--- config.mk ---
export PLATFORM = sky130hd
export DESIGN_NAME = slice_alu
export DESIGN_NICKNAME = d
export VERILOG_FILES = /design/src/rtl/slice_alu_pkg.sv /design/src/rtl/alu_bit_terms.sv /design/src/rtl/alu_ripple_chain.sv /design/src/rtl/alu_group_pg.sv /design/src/rtl/slice_alu.sv
export SDC_FILE = /design/constraint.sdc
export NUM_CORES = 1
export LEC_CHECK = 0
export BUFFER_PORTS_ARGS = -buffer_cell sky130_fd_sc_hd__buf_2
export CAP_MARGIN = 20
export CORE_AREA = 2 2 39 41
export DETAILED_ROUTE_END_ITERATION = 6
export DIE_AREA = 0 0 41 43
export GPL_TIMING_DRIVEN = 1
export PLACE_DENSITY_LB_ADDON = 0.15
export SYNTH_ARGS = -nofsm -noshare
export SYNTH_HDL_FRONTEND = slang
export SYNTH_SLANG_ARGS = --single-unit
--- constraint.sdc ---
create_clock -name vclk -period 3.4
set_input_delay 0.51 -clock vclk [all_inputs]
set_output_delay 0.51 -clock vclk [all_outputs]
set_load 0.005 [all_outputs]
--- src/rtl/slice_alu_pkg.sv ---
package slice_alu_pkg;
  // selection for the OR-combined operand term, indexed by sel[1:0]
  typedef enum logic [1:0] {
    OT_ZERO = 2'b00,
    OT_B    = 2'b01,
    OT_NB   = 2'b10,
    OT_ONES = 2'b11
  } or_term_e;

  // selection for the AND-combined operand term, indexed by sel[3:2]
  typedef enum logic [1:0] {
    AT_ZERO = 2'b00,
    AT_NB   = 2'b01,
    AT_B    = 2'b10,
    AT_ONES = 2'b11
  } and_term_e;
endpackage

--- src/rtl/alu_bit_terms.sv ---
module alu_bit_terms
  import slice_alu_pkg::*;
#(
  parameter int WIDTH = 4
) (
  input  logic [WIDTH-1:0] a_i,
  input  logic [WIDTH-1:0] b_i,
  input  logic [3:0]       sel_i,
  output logic [WIDTH-1:0] u_o,   // A | X
  output logic [WIDTH-1:0] v_o    // A & Y
);
  or_term_e  ot;
  and_term_e at;
  assign ot = or_term_e'(sel_i[1:0]);
  assign at = and_term_e'(sel_i[3:2]);

  for (genvar i = 0; i < WIDTH; i++) begin : g_bit
    logic x_b, y_b;
    always_comb begin
      unique case (ot)
        OT_ZERO: x_b = 1'b0;
        OT_B:    x_b = b_i[i];
        OT_NB:   x_b = ~b_i[i];
        default: x_b = 1'b1;
      endcase
      unique case (at)
        AT_ZERO: y_b = 1'b0;
        AT_NB:   y_b = ~b_i[i];
        AT_B:    y_b = b_i[i];
        default: y_b = 1'b1;
      endcase
    end
    assign u_o[i] = a_i[i] | x_b;
    assign v_o[i] = a_i[i] & y_b;
  end
endmodule

--- src/rtl/alu_ripple_chain.sv ---
module alu_ripple_chain #(
  parameter int WIDTH = 4
) (
  input  logic [WIDTH-1:0] gen_i,
  input  logic [WIDTH-1:0] prop_i,
  input  logic             cin_i,
  output logic [WIDTH:0]   c_o
);
  assign c_o[0] = cin_i;
  for (genvar i = 0; i < WIDTH; i++) begin : g_stage
    assign c_o[i+1] = gen_i[i] | (prop_i[i] & c_o[i]);
  end
endmodule

--- src/rtl/alu_group_pg.sv ---
module alu_group_pg #(
  parameter int WIDTH = 4
) (
  input  logic [WIDTH-1:0] gen_i,
  input  logic [WIDTH-1:0] prop_i,
  output logic             grp_gen_o,
  output logic             grp_prop_o
);
  // flattened lookahead: bit i generates and every higher bit propagates
  always_comb begin
    grp_gen_o = 1'b0;
    for (int i = 0; i < WIDTH; i++) begin
      logic term;
      term = gen_i[i];
      for (int j = i + 1; j < WIDTH; j++) term = term & prop_i[j];
      grp_gen_o = grp_gen_o | term;
    end
  end
  assign grp_prop_o = &prop_i;
endmodule

--- src/rtl/slice_alu.sv ---
module slice_alu #(
  parameter int WIDTH = 4
) (
  input  logic [WIDTH-1:0] a_i,
  input  logic [WIDTH-1:0] b_i,
  input  logic [3:0]       sel_i,
  input  logic             logic_mode_i,
  input  logic             carry_ni,
  output logic [WIDTH-1:0] f_o,
  output logic             carry_no,
  output logic             prop_no,
  output logic             gen_no,
  output logic             eq_o
);
  logic [WIDTH-1:0] u, v, half;
  logic [WIDTH:0]   c;
  logic             grp_gen, grp_prop;

  alu_bit_terms #(.WIDTH(WIDTH)) i_terms (
    .a_i(a_i), .b_i(b_i), .sel_i(sel_i), .u_o(u), .v_o(v)
  );

  // v is a subset of u, so u propagates and v generates
  alu_ripple_chain #(.WIDTH(WIDTH)) i_chain (
    .gen_i(v), .prop_i(u), .cin_i(~carry_ni), .c_o(c)
  );

  alu_group_pg #(.WIDTH(WIDTH)) i_pg (
    .gen_i(v), .prop_i(u), .grp_gen_o(grp_gen), .grp_prop_o(grp_prop)
  );

  assign half     = u & ~v;
  assign f_o      = logic_mode_i ? ~half : (half ^ c[WIDTH-1:0]);
  assign carry_no = ~c[WIDTH];
  assign prop_no  = ~grp_prop;
  assign gen_no   = ~grp_gen;
  assign eq_o     = &f_o;
endmodule

==> impl_metrics.json, run 1 <==
{
  "status": "finished clean",
  "firstDrtPassIters": 2,
  "synthAdderAreaFrac": 0,
  "clockBufferCount": 0,
  "grt_pass1_vias": 400,
  "wl_per_cell_um": 11.1,
  "antenna_found_initial": 0,
  "slew_violations": 0,
  "area_growth_pct": 37.1,
  "drt.antenna.violating_nets": 0,
  "initial_core_util": 0.253,
  "worstHoldPathCells": 4,
  "die_height_um": 43,
  "viasPerCell": 4.94,
  "post-route-min-period_ps": 2630,
  "synth_top_family_by_area": "compound AO/OA/AOI/OAI gates",
  "coreArea_um2": 1380,
  "routed_wl_um": 930,
  "hp-class": "input pin to output port",
  "hold_end": "f_o[3]",
  "min_from": "logic_mode_i",
  "post-cts-setup-buffers": 0,
  "setup_ws_ps": 771,
  "ys_warn_count": 0,
  "crit_path_start_kind": "input pin",
  "gr-total-overflow": 0,
  "rsz0062_at_grt": "false",
  "power_mw": 0.0768,
  "netlist_instances": 46,
  "drive_gt1_frac": 0.441,
  "setup_viol": 0,
  "grt_first_pass_wirelength_um": 1560,
  "hpwlAfterDp_um": 828,
  "num_vias": 415,
  "synth_mux_area_frac": 0.321,
  "seq_cells": 0,
  "worstPathArrival_ps": 2120,
  "dieArea_um2": 1760,
  "nets": 84,
  "synth_xor_area_frac": 0.0500,
  "ys_seq_area_frac": 0,
  "synth_cell_types": 23,
  "placed_cells": 84,
  "crit_fanout": 4,
  "n_antenna_cell": 0,
  "rows": 14,
  "fmax_mhz": 380,
  "ir_drop_v": 0.0000467,
  "gp_congestion": 0.782,
  "drc_errors": 0,
  "p_leak_nw": 0.220,
  "synth-simple-area-share": 0.246,
  "fin_crit_sh": 0.773,
  "relSlewSlack": 0.584,
  "synth-compound-area-share": 0.350,
  "ioPinCount": 22,
  "postCtsHoldBufs": 0,
  "finalSetupTns_ps": 0,
  "worstMarginPinSlew_ps": 608,
  "grtUsageTotal": 0.117,
  "first_iter_violations": 1,
  "grt_max_degree": 7,
  "die_width_um": 41,
  "syn_nets": 60,
  "crit_type": "input pin to output port",
  "required_ps": 2890,
  "final_util": 0.347,
  "portBuffers": 22,
  "synth_area_um2": 350,
  "cts_resized": 0,
  "post-place-ws_ps": 760,
  "syn_area_per_cell_um2": 7.62,
  "regArea_um2": 0,
  "n_fill_cell": 163,
  "fin_cells": 84,
  "worst_setup_path_end_kind": "output port",
  "drv_cap": 0,
  "p_per_area_nw_per_um2": 160,
  "hold_viol": 0
}
[critical path: stages]
cell	delay, ps
buf_2	90
mux2_2	350
nor2_1	210
a311oi_1	110
a2111oi_0	580
nor4b_1	110
buf_2	150
[Yosys cell counts, types with 2 or more instances]
cell,instances,share of area
and2_1,4,0.071
mux2_2,4,0.13
nor2_1,4,0.043
a21oi_1,3,0.043
inv_1,3,0.032
mux2i_1,3,0.086
nand2_1,3,0.032
o211ai_1,3,0.064
a211o_1,2,0.050
nor2b_1,2,0.036
o21ai_0,2,0.029
xnor2_1,2,0.050
[layer usage]
metal / track usage / vias up / wire length [um]
li1: - / 227 / -
met1: 0.143 / 180 / 435
met2: 0.225 / 8 / 456
met3: 0 / 0 / 38
met4: 0 / 0 / 0
met5: 0 / - / 0
[through the flow]
step           hold slack [ps]  cell area [um^2]
6_report                  1440               480
5_1_grt                   1480               480
4_1_cts                   1440               480
3_5_place_dp              1440               480
3_3_place_gp              1420               480
2_1_floorplan             1170               350
[worst max-delay path by stage]
stage | to | from | cells after the start | slack, ps
floorplan | eq_o | b_i[1] | 5 | 1090
global placement | eq_o | b_i[1] | 7 | 830
detailed placement | eq_o | b_i[1] | 7 | 760
CTS | eq_o | b_i[1] | 7 | 760
global route | eq_o | b_i[1] | 7 | 600
finish | eq_o | b_i[1] | 7 | 770
[placed cells by master (no fill, tap or decap), types with 2 or more instances in the layout]
| cell | count |
|---|---|
| xnor2_1 | 2 |
| nand2_1 | 3 |
| a211o_1 | 2 |
| mux2_2 | 4 |
| nor2b_1 | 2 |
| nor2_1 | 4 |
| a21oi_1 | 3 |
| mux2i_1 | 3 |
| o21ai_0 | 2 |
| inv_1 | 3 |
| and2_1 | 4 |
| o211ai_1 | 3 |
| buf_2 | 22 |
[power by group]
group	switching (mW)	leakage, nW	internal (mW)	total (mW)
clock network	0	0	0	0
logic	0.0370	0.220	0.0399	0.0768
registers	0	0	0	0
total	0.0370	0.220	0.0399	0.0768
[cell families after synthesis]
group                  Yosys count
AO/OA/AOI/OAI                   16
buffers and inverters            3
XOR/XNOR                         2
AND/OR/NAND/NOR                 16
multiplexers                     9
[layout make-up]
type	count	area, um^2	area share
Inverter	3	11.3	0.0234
Tap cell	16	20.0	0.0417
Multi-Input combinational cell	43	339	0.706
Timing Repair Buffer	22	110	0.229
Note: power is estimated with default switching activity, not from simulation.
==> run 2: changes to the inputs <==
clock period = 2.68 ns   (was 3.4 ns; I/O delays follow)
==> run 2 against run 1 <==
Critical path depth did not move. Non-clock buffer count did not move. Via count rose by 1.2%. Hold slack got worse by 220 ps. Final cell count did not move. Wire length rose by 0.32%. First-iteration DRC count did not move. Utilization did not move. Sequential cell count did not move. Design area did not move. Count of clock-buffer cells in the layout did not move.
==> impl_metrics.json, run 2 (synthesis results as in run 1) <==
{
  "ioPinCount": 22,
  "setup_viol": 0,
  "routed_wl_um": 933,
  "slowest_delay_ps": 580,
  "relSlewSlack": 0.584,
  "switching_share": 0.482,
  "p_leak_nw": 0.220,
  "finalSetupTns_ps": 0,
  "multi_input_area_um2": 339,
  "initial_core_util": 0.253,
  "hold_end": "f_o[3]",
  "portBuffers": 22,
  "area_growth_pct": 37.1,
  "gp_congestion": 0.783,
  "crit_path_start_kind": "input pin",
  "drc_errors": 0,
  "cts_resized": 0,
  "p_per_area_nw_per_um2": 203,
  "worstPathArrival_ps": 2010,
  "power_mw": 0.0976,
  "hp-class": "input pin to output port",
  "final_cell_mix": "22 x buf_2, 4 x mux2_2, 4 x nor2_1, 4 x and2_1",
  "crit_fanout": 4,
  "hpwlAfterDp_um": 827,
  "n_antenna_cell": 0,
  "final_util": 0.347,
  "grt_first_pass_wirelength_um": 1590,
  "fmax_mhz": 414,
  "clockBufferCount": 0,
  "required_ps": 2280,
  "fin_crit_sh": 0.901,
  "firstDrtPassIters": 2,
  "first_iter_violations": 1,
  "post-route-min-period_ps": 2420,
  "cp_slowest_cell": "a2111oi_0",
  "rows": 14,
  "crit_path_frequent_cell": "buf_2",
  "worstMarginPinSlew_ps": 608,
  "seq_cells": 0,
  "placed_cells": 84,
  "grtUsageTotal": 0.120,
  "holdWs_ps": 1220,
  "viasPerCell": 5.00,
  "p_switching_mw": 0.0470,
  "gr-total-overflow": 0,
  "ir_drop_v": 0.0000571,
  "antenna_found_initial": 0,
  "worstHoldPathCells": 4,
  "postCtsHoldBufs": 0,
  "die_width_um": 41,
  "fin_cells": 84,
  "drv_cap": 0,
  "crit_type": "input pin to output port",
  "n_fill_cell": 167,
  "status": "finished clean",
  "final_common_cell": "buf_2",
  "post-cts-setup-buffers": 0,
  "grt_max_degree": 7,
  "p_comb_frac": 1.000,
  "nets": 84,
  "drt.antenna.violating_nets": 0,
  "intPower_mw": 0.0506,
  "die_height_um": 43,
  "worst_setup_path_end_kind": "output port",
  "coreArea_um2": 1380,
  "num_vias": 420,
  "crit_chain": "buf_2, mux2_2, nor2_1, a311oi_1, a2111oi_0, nor4b_1, buf_2",
  "p_clk_frac": 0,
  "rsz0062_at_grt": "false",
  "hold_viol": 0,
  "seq_power_share": 0,
  "regArea_um2": 0,
  "slew_violations": 0,
  "wl_per_cell_um": 11.1,
  "drive_gt1_frac": 0.441,
  "grt_pass1_vias": 399,
  "min_from": "logic_mode_i",
  "dieArea_um2": 1760
}
==> run 2: area by class of cell <==
class / instances / area share
inverter: 3 / 0.0234
multi-input combinational: 43 / 0.706
tap: 16 / 0.0417
timing repair buffer: 22 / 0.229
==> run 2: through the flow <==
| stage | area, um^2 | setup slack [ps] |
|---|---|---|
| final | 480 | 264 |
| after global routing | 480 | 101 |
| after CTS | 480 | 251 |
| after detailed placement | 480 | 253 |
| after global placement | 480 | 321 |
| after floorplan | 350 | 587 |
==> run 2: power groups by stage <==
stage | sequential, mW | combinational, mW | clock, mW
after CTS | 0 | 0.0992 | 0
final | 0 | 0.0976 | 0
after detailed placement | 0 | 0.0988 | 0
after floorplan | 0 | 0.0575 | 0
after global routing | 0 | 0.111 | 0
after global placement | 0 | 0.0987 | 0
==> run 2: how the worst max path moves through the flow <==
stage | endpoint | slack [ps] | start | cells after the start
final | eq_o | 260 | b_i[1] | 7
after global routing | eq_o | 100 | b_i[1] | 7
after CTS | eq_o | 250 | b_i[1] | 7
after detailed placement | eq_o | 250 | b_i[1] | 7
after global placement | eq_o | 320 | b_i[1] | 7
after floorplan | eq_o | 590 | b_i[1] | 5
==> run 2: worst max-delay path, delay by kind of cell <==
kind | cells | cell delay (ps)
muxes | 1 | 350
buffers and inverters | 2 | 240
AOI/OAI and AO/OA | 2 | 690
and+or+nand+nor | 2 | 320
==> run 2: layer usage <==
metal  GRT usage  part of all wire  routed length, um
met5           0                 0                  0
met4           0                 0                  0
met3           0             0.031                 29
met2       0.222              0.50                469
met1       0.156              0.47                434
==> run 3: changes to the inputs <==
PLACE_DENSITY = 0.54   (was default)
PLACE_DENSITY_LB_ADDON = default   (was 0.15)
==> run 3 against run 2 <==
Utilization unchanged. Setup slack better by 13 ps. Via count rose by 1.7%. Largest power group unchanged. Critical path depth unchanged. Maximum frequency is 0.52% higher. Die area is the same. Wire length fell by 3.0%.
==> impl_metrics.json, run 3 (synthesis results as in run 1) <==
{
  "coreArea_um2": 1380,
  "firstDrtPassIters": 4,
  "ioPinCount": 22,
  "setup_ws_ps": 277,
  "crit_path_start_kind": "input pin",
  "nets": 84,
  "post-route-min-period_ps": 2400,
  "seq_power_share": 0,
  "die_height_um": 43,
  "antenna_found_initial": 0,
  "hold_viol": 0,
  "seq_cells": 0,
  "multi_input_area_um2": 339,
  "grtUsageTotal": 0.104,
  "initial_core_util": 0.253,
  "dieArea_um2": 1760,
  "setup_viol": 0,
  "fin_crit_sh": 0.897,
  "worstMarginPinSlew_ps": 595,
  "fmax_mhz": 416,
  "path_buf_inv": 2,
  "rows": 14,
  "holdWs_ps": 1220,
  "die_width_um": 41,
  "hpwlAfterDp_um": 782,
  "drive_gt1_frac": 0.441,
  "drv_cap": 0,
  "slew_violations": 0,
  "slowest_delay_ps": 570,
  "p_leak_nw": 0.220,
  "worst_setup_path_end_kind": "output port",
  "clockBufferCount": 0,
  "num_vias": 427,
  "worstHoldPathCells": 4,
  "crit_path_frequent_cell": "buf_2",
  "grt_first_pass_wirelength_um": 1400,
  "cts_resized": 0,
  "p_switching_mw": 0.0465,
  "first_iter_violations": 7,
  "regArea_um2": 0,
  "grt_pass1_vias": 360,
  "ir_drop_v": 0.0000545,
  "final_cell_mix": "22 x buf_2, 4 x mux2_2, 4 x nor2_1, 4 x and2_1",
  "cp.depth": 7,
  "power_mw": 0.0970,
  "status": "finished clean",
  "p_comb_frac": 1.000,
  "wl_per_cell_um": 10.8,
  "viasPerCell": 5.08,
  "required_ps": 2280,
  "p_per_area_nw_per_um2": 202,
  "gp_congestion": 0.750,
  "gr-total-overflow": 0,
  "switching_share": 0.479,
  "post-cts-setup-buffers": 0,
  "n_fill_cell": 162,
  "drt.antenna.violating_nets": 0,
  "p_clk_frac": 0,
  "grt_max_degree": 7,
  "routed_wl_um": 905,
  "n_antenna_cell": 0,
  "post-place-ws_ps": 262,
  "postCtsHoldBufs": 0,
  "crit_start": "b_i[1]",
  "relSlewSlack": 0.593,
  "finalSetupTns_ps": 0,
  "crit_type": "input pin to output port",
  "worstPathArrival_ps": 2000,
  "intPower_mw": 0.0506,
  "hp-class": "input pin to output port",
  "rsz0062_at_grt": "false",
  "drc_errors": 0,
  "crit_family": "compound AO/OA/AOI/OAI gates",
  "area_growth_pct": 37.1,
  "min_from": "a_i[3]",
  "crit_fanout": 4,
  "final_common_cell": "buf_2",
  "portBuffers": 22,
  "crit_chain": "buf_2, mux2_2, nor2_1, a311oi_1, a2111oi_0, nor4b_1, buf_2",
  "cp_slowest_cell": "a2111oi_0"
}
==> run 3: cell counts in the layout (fill, tap and decap cells not counted) <==
Identical to the previous run, type by type.
==> run 3: cell type report <==
cell class                      count  share of cell area
Tap cell                           16              0.0417
Timing Repair Buffer               22               0.229
Inverter                            3              0.0234
Multi-Input combinational cell     43               0.706
==> run 3: worst min-delay path, stage by stage <==
cell and delay, ps:
buf_2 100, nand2_1 90, and2_1 120, buf_2 100
==> run 3: worst paths after layout <==
kind | endpoint | slack, ps
setup / recovery | eq_o | 280
hold / removal | gen_no | 1220
==> run 3: metrics by stage <==
| step | cells | area, um^2 | util |
|---|---|---|---|
| 6_report | 84 | 480 | 0.347 |
| 2_1_floorplan | 46 | 350 | - |
| 3_3_place_gp | 84 | 480 | 0.347 |
| 4_1_cts | 84 | 480 | 0.347 |
| 3_5_place_dp | 84 | 480 | 0.347 |
| 5_1_grt | 84 | 480 | 0.347 |
==> run 3: power groups by stage <==
stage / Clock [mW] / Combinational, mW / Sequential [mW]
after CTS: 0 / 0.0982 / 0
after floorplan: 0 / 0.0575 / 0
after global routing: 0 / 0.109 / 0
final: 0 / 0.0970 / 0
after detailed placement: 0 / 0.0978 / 0
after global placement: 0 / 0.0979 / 0
==> run 3: per-layer routing <==
layer	up-vias	global-route usage	share of wire
li1	225	-	-
met1	187	0.146	0.45
met2	15	0.181	0.47
met3	0	0	0.083
met4	0	0	0
met5	-	0	0
